## src/rtl/vifu_pkg.sv

```systemverilog
package vifu_pkg;
  localparam int FLAGS_W  = 16;
  localparam int IF_POS   = 9;
  localparam int IOPL_W   = 2;
  localparam int OP_N     = 4;
  localparam int OP_CLR   = 0;
  localparam int OP_SET   = 1;
  localparam int OP_PUSH  = 2;
  localparam int OP_POP   = 3;
  localparam logic [IOPL_W-1:0] IOPL_TOP = '1;

  typedef enum logic [1:0] {
    MODE_DIRECT  = 2'd0,
    MODE_VIRTUAL = 2'd1,
    MODE_BLOCKED = 2'd2
  } vifu_mode_e;
endpackage

```

## src/rtl/vifu_mode_sel.sv

```systemverilog
module vifu_mode_sel
  import vifu_pkg::*;
#(
  parameter int PL_W = IOPL_W
) (
  input  logic [PL_W-1:0] iopl,
  input  logic            vme,
  output vifu_mode_e      mode
);
  localparam logic [PL_W-1:0] PL_MAX = '1;

  always_comb begin
    if (iopl == PL_MAX)  mode = MODE_DIRECT;
    else if (vme)        mode = MODE_VIRTUAL;
    else                 mode = MODE_BLOCKED;
  end
endmodule

```

## src/rtl/vifu_next.sv

```systemverilog
module vifu_next
  import vifu_pkg::*;
#(
  parameter int W     = FLAGS_W,
  parameter int EPOS  = IF_POS,
  parameter int NOPS  = OP_N
) (
  input  vifu_mode_e       mode,
  input  logic [NOPS-1:0]  op_strobe,
  input  logic [W-1:0]     pop_value,
  input  logic [W-1:0]     flags_base,
  input  logic             if_cur,
  input  logic             vif_cur,
  input  logic             vip_cur,
  output logic             if_en,
  output logic             if_d,
  output logic             vif_en,
  output logic             vif_d,
  output logic             img_en,
  output logic [W-1:0]     img_d,
  output logic             fault_d
);
  logic op_ok;
  logic do_clr, do_set, do_push, do_pop;
  logic pop_bit, want_enable, exposed;

  always_comb begin
    op_ok   = ($countones(op_strobe) == 1);
    do_clr  = op_ok & op_strobe[OP_CLR];
    do_set  = op_ok & op_strobe[OP_SET];
    do_push = op_ok & op_strobe[OP_PUSH];
    do_pop  = op_ok & op_strobe[OP_POP];
    pop_bit = pop_value[EPOS];
    want_enable = do_set | (do_pop & pop_bit);

    if_en   = 1'b0;
    if_d    = if_cur;
    vif_en  = 1'b0;
    vif_d   = vif_cur;
    img_en  = 1'b0;
    fault_d = 1'b0;
    exposed = if_cur;

    unique case (mode)
      MODE_DIRECT: begin
        exposed = if_cur;
        img_en  = do_push;
        if_en   = do_clr | do_set | do_pop;
        if (do_set)      if_d = 1'b1;
        else if (do_pop) if_d = pop_bit;
        else             if_d = 1'b0;
      end
      MODE_VIRTUAL: begin
        exposed = vif_cur;
        img_en  = do_push;
        if (want_enable && vip_cur) begin
          fault_d = 1'b1;
        end else begin
          vif_en = do_clr | do_set | do_pop;
          if (do_set)      vif_d = 1'b1;
          else if (do_pop) vif_d = pop_bit;
          else             vif_d = 1'b0;
        end
      end
      default: begin
        fault_d = op_ok;
      end
    endcase

    img_d       = flags_base;
    img_d[EPOS] = exposed;
  end
endmodule

```

## src/rtl/vifu_regs.sv

```systemverilog
module vifu_regs #(
  parameter int W = 16
) (
  input  logic         clk,
  input  logic         rst_n,
  input  logic         if_en,
  input  logic         if_d,
  input  logic         vif_en,
  input  logic         vif_d,
  input  logic         vip_en,
  input  logic         vip_d,
  input  logic         img_en,
  input  logic [W-1:0] img_d,
  input  logic         fault_d,
  output logic         if_q,
  output logic         vif_q,
  output logic         vip_q,
  output logic [W-1:0] img_q,
  output logic         fault_q
);
  always_ff @(posedge clk or negedge rst_n) begin
    if (!rst_n) begin
      if_q <= 1'b0;
    end else if (if_en) begin
      if_q <= if_d;
    end
  end

  always_ff @(posedge clk or negedge rst_n) begin
    if (!rst_n) begin
      vif_q <= 1'b0;
    end else if (vif_en) begin
      vif_q <= vif_d;
    end
  end

  always_ff @(posedge clk or negedge rst_n) begin
    if (!rst_n) begin
      vip_q <= 1'b0;
    end else if (vip_en) begin
      vip_q <= vip_d;
    end
  end

  always_ff @(posedge clk or negedge rst_n) begin
    if (!rst_n) begin
      img_q <= '0;
    end else if (img_en) begin
      img_q <= img_d;
    end
  end

  always_ff @(posedge clk or negedge rst_n) begin
    if (!rst_n) begin
      fault_q <= 1'b0;
    end else begin
      fault_q <= fault_d;
    end
  end
endmodule

```

## src/rtl/vif_unit.sv

```systemverilog
module vif_unit
  import vifu_pkg::*;
(
  input  logic                clk,
  input  logic                rst_n,
  input  logic [IOPL_W-1:0]   iopl,
  input  logic                vme,
  input  logic [OP_N-1:0]     op_strobe,
  input  logic [FLAGS_W-1:0]  pop_value,
  input  logic [FLAGS_W-1:0]  flags_base,
  input  logic                vip_wr_en,
  input  logic                vip_wr_val,
  output logic                if_q,
  output logic                vif_q,
  output logic                vip_q,
  output logic [FLAGS_W-1:0]  push_img,
  output logic                fault
);
  vifu_mode_e          mode;
  logic                if_en, if_d, vif_en, vif_d, img_en, fault_d;
  logic [FLAGS_W-1:0]  img_d;

  vifu_mode_sel #(.PL_W(IOPL_W)) u_mode (
    .iopl (iopl),
    .vme  (vme),
    .mode (mode)
  );

  vifu_next #(.W(FLAGS_W), .EPOS(IF_POS), .NOPS(OP_N)) u_next (
    .mode       (mode),
    .op_strobe  (op_strobe),
    .pop_value  (pop_value),
    .flags_base (flags_base),
    .if_cur     (if_q),
    .vif_cur    (vif_q),
    .vip_cur    (vip_q),
    .if_en      (if_en),
    .if_d       (if_d),
    .vif_en     (vif_en),
    .vif_d      (vif_d),
    .img_en     (img_en),
    .img_d      (img_d),
    .fault_d    (fault_d)
  );

  vifu_regs #(.W(FLAGS_W)) u_regs (
    .clk     (clk),
    .rst_n   (rst_n),
    .if_en   (if_en),
    .if_d    (if_d),
    .vif_en  (vif_en),
    .vif_d   (vif_d),
    .vip_en  (vip_wr_en),
    .vip_d   (vip_wr_val),
    .img_en  (img_en),
    .img_d   (img_d),
    .fault_d (fault_d),
    .if_q    (if_q),
    .vif_q   (vif_q),
    .vip_q   (vip_q),
    .img_q   (push_img),
    .fault_q (fault)
  );
endmodule

```

## config.mk

```make
export PLATFORM = sky130hd
export DESIGN_NAME = vif_unit
export DESIGN_NICKNAME = d
export VERILOG_FILES = /design/src/rtl/vifu_pkg.sv /design/src/rtl/vifu_mode_sel.sv /design/src/rtl/vifu_next.sv /design/src/rtl/vifu_regs.sv /design/src/rtl/vif_unit.sv
export SDC_FILE = /design/constraint.sdc
export NUM_CORES = 1
export LEC_CHECK = 0
export ABC_AREA = 1
export BUFFER_PORTS_ARGS = -buffer_cell sky130_fd_sc_hd__buf_2
export CAP_MARGIN = 0
export CORE_ASPECT_RATIO = 1.2
export CORE_UTILIZATION = 44
export DETAILED_ROUTE_END_ITERATION = 10
export HOLD_SLACK_MARGIN = 0.12
export PLACE_DENSITY = 0.94
export SYNTH_ARGS = -nofsm -noshare
export SYNTH_HDL_FRONTEND = slang
export SYNTH_SLANG_ARGS = --single-unit
export TNS_END_PERCENT = 5
```

## constraint.sdc

```tcl
create_clock -name clk -period 1.7 [get_ports clk]
set_clock_uncertainty 0.1 [all_clocks]
set_input_delay 0.17 -clock clk [delete_from_list [all_inputs] [get_ports clk]]
set_output_delay 0.17 -clock clk [all_outputs]
set_load 0.005 [all_outputs]
```

## Yosys cells after proc, flatten, opt, wreduce, memory -nomap -nowiden

Index checks and enable logic that the tools add are counted.

- Add/subtract/negate cells: 3
- Multipliers: 0
- Div/mod/pow operators: 0
- Magnitude comparators: 0
- Equality and inequality tests: 3
- Shifts and indexed selects: 0
- Mux-type cells: 11
- Bitwise gates (word level): 9
- Reduce and logical (&&, ||, !) cells: 5

Operator list:

| kind | count |
|---|---|
| 32-bit adder | 1 |
| 32-bit by 2-bit equality test with 1-bit output, second input constant | 1 |
| 1-bit two-way mux | 8 |
| 1-bit AND | 5 |
| 1-bit by 1-bit adder with 2-bit output | 2 |
| 2-bit two-way mux | 2 |
| 1-bit bitwise OR | 3 |
| 3-bit AND reduction | 1 |
| 2-bit by 1-bit equality test with 1-bit output, second input constant | 1 |
| 2-bit equality test, second input constant | 1 |
| 2-bit logical NOT | 1 |
| 1-bit case mux with 2 select lines | 1 |
| 2-bit AND reduction | 1 |
| 2-bit OR reduction | 1 |
| 1-bit logical AND | 1 |
| 1-bit NOT | 1 |

- Flip-flop bits (word level): 20
- Latch bits: 0
- Memory bits (writable): 0
- Bits in read-only memories: 0
- Input port bits: 43
- Output and inout bits: 20
- Memories: 0

## Depth between registers and ports, before layout

Gate-level depths: netlist of run 1.

- Word-level depth: 10
- Gate-level depth with buffers: 11

## Cells and area by module

A second synthesis of run 1 with hierarchy kept.

- Cell total of the unflattened synthesis: 144
- Area, all modules: 1156.1 um^2

Modules (own cells, without submodules):

| module | instances | cells an instance | area each (um^2) |
|---|---|---|---|
| vifu_regs | 1 | 84 | 789.5 |
| vifu_next | 1 | 57 | 349.1 |
| vifu_mode_sel | 1 | 3 | 17.5 |

## Least setup slack after synthesis of run 1

OpenSTA, ideal clock, no wires.

- Kind: in2reg
- Start: input port op_strobe[2]
- End: register u_regs.img_q[0]
- Setup time: 0.123 ns
- Arrival: 1.672 ns
- Data required time: 1.477 ns
- Slack: -0.195 ns
- Stages on the path: 8
- Cell sequence: ha_1 -> ha_1 -> fa_1 -> nor2_4 -> inv_4 -> buf_6 -> o21ai_0 -> nand2_1

- Word-level cells in the longest chain between the ends: 5

RTL lines:

| what | line | source |
|---|---|---|
| start, declared | vif_unit.sv:8 | `input logic [OP_N-1:0] op_strobe,` |
| 1-bit by 1-bit adder with 2-bit output (implied by the code) | vifu_next.sv:28 | `op_ok = ($countones(op_strobe) == 1);` |
| 32-bit adder (implied by the code) | vifu_next.sv:28 |  |
| 32-bit by 2-bit equality test with 1-bit output | vifu_next.sv:28 |  |
| 1-bit AND * | vifu_next.sv:31 | `do_push = op_ok & op_strobe[OP_PUSH];` |
| 1-bit two-way mux * | vifu_next.sv:44 | `unique case (mode)` |
| end signal, assigned | vifu_regs.sv:49 | `img_q <= img_d;` |
| end, declared | vifu_regs.sv:18 | `output logic [W-1:0] img_q,` |

Every way passes the cells marked *; elsewhere a longest branch is shown, timed or not.
A chain may end at the register's enable or synchronous reset.

## Worst setup path after layout of run 1

- Start: input port op_strobe[0]
- End: register u_regs.img_q[9]

- Word-level cells in the longest chain between the ends: 5

RTL lines:

| what | line |
|---|---|
| 1-bit by 1-bit adder with 2-bit output (implied by the code) | vifu_next.sv:28 |
| 32-bit adder (implied by the code) | vifu_next.sv:28 |
| 32-bit by 2-bit equality test with 1-bit output | vifu_next.sv:28 |
| 1-bit AND | vifu_next.sv:31 |
| 1-bit two-way mux | vifu_next.sv:44 |

No other way between the ends.

==> run_results.csv, run 1 <==
group,metric,value,unit
status,outcome,"complete, no violations",
logic_synthesis,avgSynthCellArea,9.12,um2
power,p_per_area,1190,nW/um2
logic_synthesis,ys_warn_count,0,
timing,maxSlewHeadroom,0.711,
detailed_routing,ant_nets,0,
placed_design,dp_cells,183,
critical_path,crit_arrival,1800,ps
floorplan,io_pins,63,
power,p_leak,0.816,nW
finish,stdcell_area,1550,um2
critical_path,cp-start-kind,"input pin",
placed_design,port_buffers,46,
finish,final_common_cell,"buf_2",
min_path,hold_path.class,"in -> reg",
critical_path,worstReg2RegEnd,"u_regs.vip_q",
flow_run,drv_cap,0,
grt,antenna_found_initial,0,
clocking,clock_path_buffers,2,
placed_design,post-dp-hpwl,1660,um
clocking,htreeDepth,1,
floorplan,chipHeight,53.6,um
clocking,cts-root-buf,"clkbuf_4",
placed_design,dpl_cell_area,1270,um2
timing,period_share,0.970,
timing,final_hold_viol_count,0,
timing,worst_slew_pin_slew,433,ps
clocking,cts_tree,"done",
logic_synthesis,synthCells,107,
finish,antenna-diode-count,0,
grt,grt_usage,0.222,
min_path,min_to,"u_regs.fault_q",
timing,slew_violations,0,
floorplan,core_area,2070,um2
grt,grt_max_degree,21,
logic_synthesis,ys_seq_area_frac,0.513,
detailed_routing,drc,0,
detailed_routing,viasPerCell,4.79,
logic_synthesis,syn_area,976,um2
timing,min_period,1650,ps
grt,grt_pass1_wl,3960,um
detailed_routing,first_pass_iters,4,
min_path,worstHoldPathCells,4,
clocking,path_clk_slew,120,ps
clocking,insertion_delay,290,ps
finish,final.fill_count,140,
grt,grt_pass1_vias,1025,
placed_design,gp_congestion,0.810,
critical_path,critical_path_required,1850,ps
detailed_routing,wl_per_cell,12.3,um
floorplan,rows,18,
min_path,hold_path_startpoint,"iopl[1]",
floorplan,dieArea,2410,um2
timing,setup_violations,0,
timing,holdWs,127,ps
logic_synthesis,ys_ff_latch,20,
finish,layout-drive-gt1-share,0.363,
finish,fin_nets,227,
finish,final_cell_mix,"buf_2 (46), nand2_1 (35), dlygate4sd3_1 (21)",
timing,max_freq,0.606,GHz
floorplan,start_util,0.471,
detailed_routing,num_vias,1002,
logic_synthesis,yosysUniqueCellTypes,18,
finish,areaGrowthSynthToFinish,58.3,%
critical_path,critPathKind,"in -> reg",
detailed_routing,drt_iter0_drc,14,
critical_path,rrSetupSlack,390,ps
detailed_routing,wl,2580,um
critical_path,reg2reg_depth,3,
power,peakVddDrop,0.605,mV
clocking,cts_setup_buffers,0,
critical_path,cp-end-kind,"flop",
critical_path,reg2reg_from,"u_regs.vip_q",
critical_path,path_max_fanout,19,
logic_synthesis,synth_nets,154,
clocking,cts_num_sinks,20,
floorplan,fp.dieW,45.0,um
grt,overflow,0,
clocking,numCtsBuffers,3,
finish,stdcell_count,209,
-- registers in the layout, indices dropped and copies added (netlist names) --
register        count
u_regs.img_q       16
u_regs.vif_q        1
u_regs.if_q         1
u_regs.fault_q      1
u_regs.vip_q        1
-- Yosys cell counts --
cell type / count / share of area
nor2_1: 5 / 0.019
nor2_8: 1 / 0.021
a21oi_1: 4 / 0.021
nor2_4: 1 / 0.012
buf_8: 1 / 0.015
buf_6: 2 / 0.023
o21ai_1: 5 / 0.026
nand2_2: 2 / 0.013
nand2_4: 2 / 0.023
fa_1: 1 / 0.021
nand4_1: 1 / 0.0064
inv_4: 1 / 0.0064
dfrtp_1: 20 / 0.51
ha_1: 3 / 0.038
inv_1: 7 / 0.027
nand2_1: 35 / 0.13
o21ai_0: 13 / 0.067
nand3_1: 3 / 0.015
-- stage by stage --
| step | TNS [ps] | total power [mW] | utilization | worst slack, ps |
|---|---|---|---|---|
| 2_1_floorplan | -254 | 1.09 | - | -36.5 |
| 3_3_place_gp | -3290 | 1.36 | 0.612 | -195 |
| 3_5_place_dp | -4070 | 1.41 | 0.612 | -248 |
| 4_1_cts | 0 | 1.83 | 0.739 | 67.6 |
| 5_1_grt | -9.80 | 1.98 | 0.746 | -9.80 |
| 6_report | 0 | 1.84 | 0.746 | 50.9 |
-- metal layers --
| metal | wire length, um | track usage |
|---|---|---|
| met1 | 960 | 0.222 |
| met2 | 1440 | 0.420 |
| met3 | 150 | 0.0470 |
| met4 | 26 | 0.111 |
| met5 | 0 | 0 |
-- cell type report --
type	instances	area, um2	share of cell area
Sequential cell	20	500	0.324
Timing Repair Buffer	70	463	0.300
Inverter	8	35.0	0.0227
Tap cell	30	37.5	0.0243
Clock inverter	1	30.0	0.0194
Clock buffer	3	22.5	0.0146
Multi-Input combinational cell	77	457	0.296
-- logic make-up after synthesis --
family                     synth area share
DFF                                   0.513
AOI/OAI and AO/OA                     0.113
and+or+nand+nor                       0.244
adders and majority gates            0.0590
buffers and inverters                0.0718
-- worst max-delay path by stage --
stage | start | to | slack [ps] | cells past startpoint
floorplan | op_strobe[0] | u_regs.img_q[0] | -40 | 10
global placement | op_strobe[0] | u_regs.img_q[11] | -200 | 11
detailed placement | op_strobe[0] | u_regs.img_q[2] | -250 | 11
CTS | op_strobe[0] | u_regs.img_q[2] | 70 | 11
global route | op_strobe[0] | u_regs.img_q[9] | -10 | 9
finish | op_strobe[0] | u_regs.img_q[9] | 50 | 9
-- critical path, cell delays in order --
cell	delay (ps)
buf_2	120
ha_4	240
ha_4	160
fa_2	460
nor2_4	170
inv_6	100
nor2_4	210
nand2_1	100
nand2_1	70
-- timing repair --
| item | in CTS | in global routing |
|---|---|---|
| gates resized for setup | 0 | 1 |
| hold buffers | 21 | 0 |
| hold endpoints to repair | 37 | 0 |
| endpoints found under the setup margin | 0 | 11 |
-- where the power goes --
group | internal [mW] | switching, mW
registers | 0.679 | 0.105
clock network | 0.238 | 0.147
logic | 0.323 | 0.351
No activity file was read; power rests on OpenSTA's default activity.
==> run 2, diff against run 1 <==
--- a/config.mk
+++ b/config.mk
@@ -9,11 +9,12 @@
 export BUFFER_PORTS_ARGS = -buffer_cell sky130_fd_sc_hd__buf_2
 export CAP_MARGIN = 0
 export CORE_ASPECT_RATIO = 1.2
-export CORE_UTILIZATION = 44
+export CORE_UTILIZATION = 47
 export DETAILED_ROUTE_END_ITERATION = 10
 export HOLD_SLACK_MARGIN = 0.12
-export PLACE_DENSITY = 0.94
+export PLACE_DENSITY = 0.95
 export SYNTH_ARGS = -nofsm -noshare
 export SYNTH_HDL_FRONTEND = slang
+export SYNTH_HIERARCHICAL = 1
 export SYNTH_SLANG_ARGS = --single-unit
 export TNS_END_PERCENT = 5
==> run_results.csv, run 2 <==
group,metric,value,unit
finish,layout-drive-gt1-share,0.495,
placed_design,post-dp-hpwl,1640,um
critical_path,critical_path_required,1790,ps
clocking,cts-root-buf,"clkbuf_4",
logic_synthesis,synthCells,144,
critical_path,path_cells,"buf_8 > inv_8 > fa_1 > inv_2 > ha_4 > ha_4 > inv_2 > nand2_2 > nor2_4 > nand2_1 > nor2_1 > buf_4 > buf_12 > buf_16 > nand2_1 > nand2_1",
critical_path,cp-start-kind,"input pin",
finish,largest_reg_flops,16,
timing,slew_violations,0,
detailed_routing,first_pass_iters,4,
logic_synthesis,ys_warn_count,6,
floorplan,dieArea,2660,um2
grt,grt_pass1_wl,4530,um
timing,final_hold_viol_count,0,
floorplan,core_area,2310,um2
clocking,path_clk_slew,110,ps
finish,areaGrowthSynthToFinish,56.2,%
timing,maxSlewHeadroom,0.710,
clocking,htreeDepth,1,
placed_design,port_buffers,46,
grt,grt-busiest-layer,"met2",
floorplan,io_pins,63,
logic_synthesis,synthArstFlopShare,1.00,
flow_run,drv_cap,0,
detailed_routing,ant_nets,0,
clocking,cts_tree,"done",
detailed_routing,wl_per_cell,12.0,um
logic_synthesis,synth_edf_count,0,
grt,overflow,0,
timing,setup_slack,-245,ps
timing,max_freq,0.514,GHz
logic_synthesis,synth_area_leaders,"dfrtp_1 (43%), nand2_1 (20%), buf_4 (10%)",
critical_path,cp_slowest_stage_delay,540,ps
floorplan,rows,19,
power,finalPower,1.98,mW
grt,grtUsageMet3,0.0482,
finish,fin_nets,255,
logic_synthesis,synthTopCellsByCount,"nand2_1 (61), dfrtp_1 (20), buf_4 (16)",
finish,final_cell_mix,"buf_2 (44), nand2_1 (42), nand2_2 (23)",
logic_synthesis,yosys.area.top_type,"dfrtp_1",
logic_synthesis,avgSynthCellArea,8.03,um2
floorplan,start_util,0.501,
finish,final_common_cell,"buf_2",
timing,holdWs,173,ps
min_path,hold_path.class,"in -> reg",
clocking,clock_path_buffers,2,
clocking,numCtsBuffers,3,
logic_synthesis,synth_nets,190,
critical_path,crit_slowest_cell,"fa_1",
placed_design,gp_congestion,0.827,
logic_synthesis,ys.flop_type,"dfrtp_1",
logic_synthesis,syn_area,1160,um2
timing,rsz0062_at_grt,"yes",
status,violations,"negative setup slack",
logic_synthesis,yosysUniqueCellTypes,20,
critical_path,critPathMostFrequentCell,"nand2_1",
timing,setup_violations,18,
placed_design,pre_cts_ws,-587,ps
logic_synthesis,yosysTopAreaCellShare,0.433,
finish,regMostFlops,"u_regs/img_q",
detailed_routing,wl,2880,um
timing,period_share,1.14,
critical_path,crit_arrival,2040,ps
floorplan,fp.dieW,47.3,um
logic_synthesis,ys_ff_latch,20,
critical_path,critPathKind,"in -> reg",
clocking,cts_num_sinks,20,
detailed_routing,drt_iter0_drc,9,
timing,min_period,1940,ps
logic_synthesis,synth_most_common_cell,"nand2_1",
grt,grt_use_met2,0.444,
finish,fin_util,0.783,
floorplan,chipHeight,56.3,um
detailed_routing,drc,0,
power,p_leak,0.988,nW
critical_path,path_max_fanout,5,
clocking,insertion_delay,300,ps
grt,grt_max_degree,21,
grt,met1_usage,0.226,
timing,worst_slew_pin_slew,435,ps
logic_synthesis,ys_seq_area_frac,0.433,
detailed_routing,viasPerCell,4.66,
finish,antenna-diode-count,0,
status,outcome,"complete, but fails checks",
grt,grt_usage,0.237,
detailed_routing,num_vias,1113,
power,p_per_area,1100,nW/um2
power,peakVddDrop,0.713,mV
grt,antenna_found_initial,0,
grt,grt_pass1_vias,1183,
critical_path,cp-end-kind,"flop",
==> run 2: changes by cell type after synthesis, moves of 2 or more <==
| cell | previous run | this run |
|---|---|---|
| o21ai_1 | 5 | 1 |
| o21ai_0 | 13 | 0 |
| nand2_1 | 35 | 61 |
| inv_2 | 0 | 2 |
| nand3_2 | 0 | 2 |
| inv_1 | 7 | 14 |
| nand2_4 | 2 | 0 |
| nand2_2 | 2 | 6 |
| buf_4 | 0 | 16 |
==> run 2: metrics by stage <==
step / setup TNS (ps) / area, um2 / cells
after floorplan: -7460 / 1190 / 144
after global routing: -4660 / 1810 / 239
after global placement: -9640 / 1380 / 209
after detailed placement: -10560 / 1380 / 209
after CTS: -3420 / 1780 / 239
final: -3610 / 1810 / 239
==> run 2: critical path: cells and delay by family <==
kind / cells / cell delay, ps
AND/OR/NAND/NOR: 6 / 310
adder cells (fa/ha/maj): 3 / 960
buffers and inverters: 7 / 610
==> run 2: cell type report <==
class                   count  area (um2)
fillers                   146         500
clock buffers               3        22.5
clock inverters             1        30.0
multi-input cells          88         513
repair buffers             79         617
flip-flops and latches     20         500
well taps                  31        38.8
inverters                  17        83.8
==> run 2: routing by layer <==
metal,vias up,routed length [um]
met5,-,0
met4,0,78
li1,542,-
met3,8,120
met2,42,1630
met1,521,1050
==> run 2: cell families (layout without fill, tap and decap cells) <==
| kind of cell | count (synthesis) | in the layout | synth area share |
|---|---|---|---|
| buffers and inverters | 36 | 100 | 0.200 |
| AO/OA/AOI/OAI | 5 | 5 | 0.0249 |
| flip-flops | 20 | 20 | 0.433 |
| adder cells (fa/ha/maj) | 3 | 3 | 0.0390 |
| AND/OR/NAND/NOR | 80 | 80 | 0.303 |
==> run 2: final timing paths <==
| check | end | slack (ps) | cells past startpoint | start |
|---|---|---|---|---|
| worst min-delay path | u_regs/fault_q | 170 | 5 | pop_value[9] |
| max in group asynchronous | u_regs/img_q[10] | 940 | 2 | rst_n |
| min in group asynchronous | u_regs/img_q[8] | 250 | 2 | rst_n |
| worst min register to register | u_regs/img_q[15] | 390 | 2 | u_regs/img_q[15] |
| worst max-delay path | u_regs/img_q[3] | -240 | 16 | op_strobe[3] |
| worst max register to register | u_regs/vif_q | 590 | 7 | u_regs/vip_q |
==> run 2: timing repair <==
item	in CTS	in global routing
hold endpoints to repair	37	0
hold buffers	21	0
pin swaps	12	6
endpoints found under the setup margin	18	19
buffers inserted	4	0
gates cloned	1	0
gates resized for setup	18	9
==> run 2: where the power goes <==
part | switching, mW | internal [mW]
combinational | 0.381 | 0.411
clock | 0.141 | 0.238
sequential | 0.139 | 0.674
==> run 3, diff against run 2 <==
--- a/config.mk
+++ b/config.mk
@@ -5,8 +5,8 @@
 export SDC_FILE = /design/constraint.sdc
 export NUM_CORES = 1
 export LEC_CHECK = 0
-export ABC_AREA = 1
-export BUFFER_PORTS_ARGS = -buffer_cell sky130_fd_sc_hd__buf_2
+export ABC_AREA = 0
+export BUFFER_PORTS_ARGS = -buffer_cell sky130_fd_sc_hd__buf_4
 export CAP_MARGIN = 0
 export CORE_ASPECT_RATIO = 1.2
 export CORE_UTILIZATION = 47
==> run_results.csv, run 3 <==
group,metric,value,unit
critical_path,crit_arrival,2390,ps
timing,worst_slew_pin_slew,659,ps
power,finalPower,1.98,mW
clocking,cts-root-buf,"clkbuf_4",
logic_synthesis,syn_area,1120,um2
critical_path,cp_slowest_stage_delay,540,ps
clocking,htreeDepth,1,
power,intPower,1.43,mW
finish,layout-drive-gt1-share,0.629,
finish,final_cell_mix,"buf_4 (52), dfrtp_1 (20), dlygate4sd3_1 (18)",
flow_run,drv_cap,0,
placed_design,dp_cells,150,
clocking,cts_num_sinks,20,
power,pwr-share-clk,0.105,
timing,holdWs,191,ps
timing,min_period,2310,ps
timing,final_hold_viol_count,0,
finish,regMostFlops,"u_regs/img_q",
finish,largest_reg_flops,16,
grt,overflow,0,
detailed_routing,drc,0,
finish,multi_input_comb_area,509,um2
critical_path,critical_path_required,1780,ps
logic_synthesis,ys.flop_type,"dfrtp_1",
floorplan,rows,19,
detailed_routing,drt_iter0_drc,6,
floorplan,start_util,0.495,
detailed_routing,wl,2460,um
clocking,cts_setup_buffers,0,
clocking,cts_tree,"done",
logic_synthesis,synth_most_common_cell,"dfrtp_1",
status,violations,"negative setup slack",
timing,setup_slack,-615,ps
logic_synthesis,avgSynthCellArea,13.3,um2
detailed_routing,viasPerCell,4.88,
min_path,hold_path.class,"in -> async",
logic_synthesis,yosys.area.top_type,"dfrtp_1",
floorplan,core_area,2260,um2
timing,rsz0062_at_grt,"yes",
finish,fin_util,0.751,
finish,final_common_cell,"buf_4",
detailed_routing,first_pass_iters,3,
power,p_seq_frac,0.419,
finish,final.fill_count,159,
floorplan,io_pins,63,
logic_synthesis,synth_area_leaders,"dfrtp_1 (45%), mux2_4 (13%), buf_4 (11%)",
logic_synthesis,synth_nets,130,
critical_path,critPathKind,"in -> reg",
status,outcome,"complete, but fails checks",
detailed_routing,ant_nets,0,
floorplan,chipHeight,55.4,um
finish,fin_nets,188,
logic_synthesis,synthCells,84,
grt,grt_usage,0.209,
power,p_per_area,1170,nW/um2
finish,areaGrowthSynthToFinish,51.7,%
timing,period_share,1.36,
grt,grt_max_degree,21,
timing,maxSlewHeadroom,0.558,
power,peakVddDrop,0.751,mV
clocking,insertion_delay,280,ps
critical_path,path_buf_inv,4,
timing,setup_violations,19,
finish,regArea,500,um2
timing,max_freq,0.432,GHz
clocking,clock_path_buffers,2,
floorplan,fp.dieW,46.5,um
power,switching_power,552,uW
clocking,path_clk_slew,100,ps
placed_design,post-dp-hpwl,1650,um
power,power.share.switching,0.278,
critical_path,cp-end-kind,"flop",
logic_synthesis,yosysUniqueCellTypes,24,
timing,tns,-10910,ps
detailed_routing,num_vias,835,
logic_synthesis,synth_edf_count,0,
logic_synthesis,ys_ff_latch,20,
floorplan,dieArea,2580,um2
grt,grt_pass1_wl,3950,um
critical_path,crit_slowest_cell,"fa_1",
placed_design,gp_congestion,0.853,
grt,grt_pass1_vias,924,
timing,slew_violations,0,
critical_path,path_max_fanout,16,
critical_path,cp-start-kind,"input pin",
clocking,numCtsBuffers,3,
finish,stdcell_count,171,
logic_synthesis,ys_warn_count,6,
detailed_routing,wl_per_cell,14.4,um
grt,antenna_found_initial,0,
logic_synthesis,ys_seq_area_frac,0.448,
critical_path,path_cells,"buf_6 > inv_2 > fa_1 > inv_1 > ha_2 > ha_4 > or3b_4 > nor3b_4 > buf_12 > mux2_2",
finish,antenna-diode-count,0,
critical_path,cp_top_family,"adder cells",
logic_synthesis,synthTopCellsByCount,"dfrtp_1 (20), buf_4 (16), mux2_2 (10), mux2_4 (10), inv_1 (6)",
power,p_leak,0.831,nW
logic_synthesis,yosysTopAreaCellShare,0.448,
power,power_frac_comb,0.475,
placed_design,port_buffers,46,
logic_synthesis,synthArstFlopShare,1.00,
-- run 3: changes by cell type after synthesis, sizes merged, moves of 4 or more --
cell,before,now
inv,17,6
mux2,0,20
nand2,67,0
nand3,4,0
nor2,8,2
-- run 3: logic make-up (layout without fill, tap and decap cells) --
| kind of cell | Yosys count | count (layout) | share of synthesized area |
|---|---|---|---|
| buffers and inverters | 25 | 81 | 0.166 |
| AO/OA/AOI/OAI | 7 | 7 | 0.0549 |
| AND/OR/NAND/NOR | 9 | 9 | 0.0560 |
| adder cells (fa/ha/maj) | 3 | 3 | 0.0403 |
| multiplexers | 20 | 20 | 0.235 |
| flip-flops | 20 | 20 | 0.448 |
-- run 3: area by class of cell --
cell class | count | share of cell area
well taps | 31 | 0.0229
clock buffers | 3 | 0.0133
inverters | 6 | 0.0133
flip-flops and latches | 20 | 0.295
multi-input cells | 39 | 0.300
repair buffers | 72 | 0.355
-- run 3: timing repair --
item / in CTS / in global routing
endpoints found under the setup margin: 19 / 19
hold endpoints to repair: 36 / 0
hold buffers: 18 / 0
gates resized for setup: 10 / 4
pin swaps: 2 / 0
-- run 3: final timing paths --
kind,startpoint,end,slack (ps),cells after the start
worst min-delay path,rst_n,u_regs/img_q[15],190,2
min in group clk,iopl[1],u_regs/fault_q,250,3
worst max register to register,u_regs/vip_q,u_regs/vip_q,230,2
worst max-delay path,op_strobe[3],u_regs/img_q[3],-610,10
worst min register to register,u_regs/img_q[13],u_regs/img_q[13],420,1
max in group asynchronous,rst_n,u_regs/vif_q,1110,2
-- run 3: power groups by stage --
stage | logic, mW | registers [mW] | clock network, mW
after floorplan | 0.404 | 0.835 | 0
after global placement | 0.812 | 0.822 | 0
after detailed placement | 0.842 | 0.835 | 0
after CTS | 0.918 | 0.832 | 0.220
after global routing | 1.00 | 0.859 | 0.240
final | 0.944 | 0.832 | 0.209
-- run 3: metal layers --
metal / track usage / up-vias / share of wire
met5: 0 / - / 0
li1: - / 385 / -
met1: 0.256 / 412 / 0.40
met3: 0.0196 / 4 / 0.040
met2: 0.355 / 34 / 0.55
met4: 0.0840 / 0 / 0.014
-- run 3: per-stage QoR --
step           worst slack, ps  cell area (um2)
2_1_floorplan             -925             1120
3_3_place_gp              -991             1430
3_5_place_dp             -1050             1430
4_1_cts                   -602             1680
5_1_grt                   -655             1700
6_report                  -615             1700
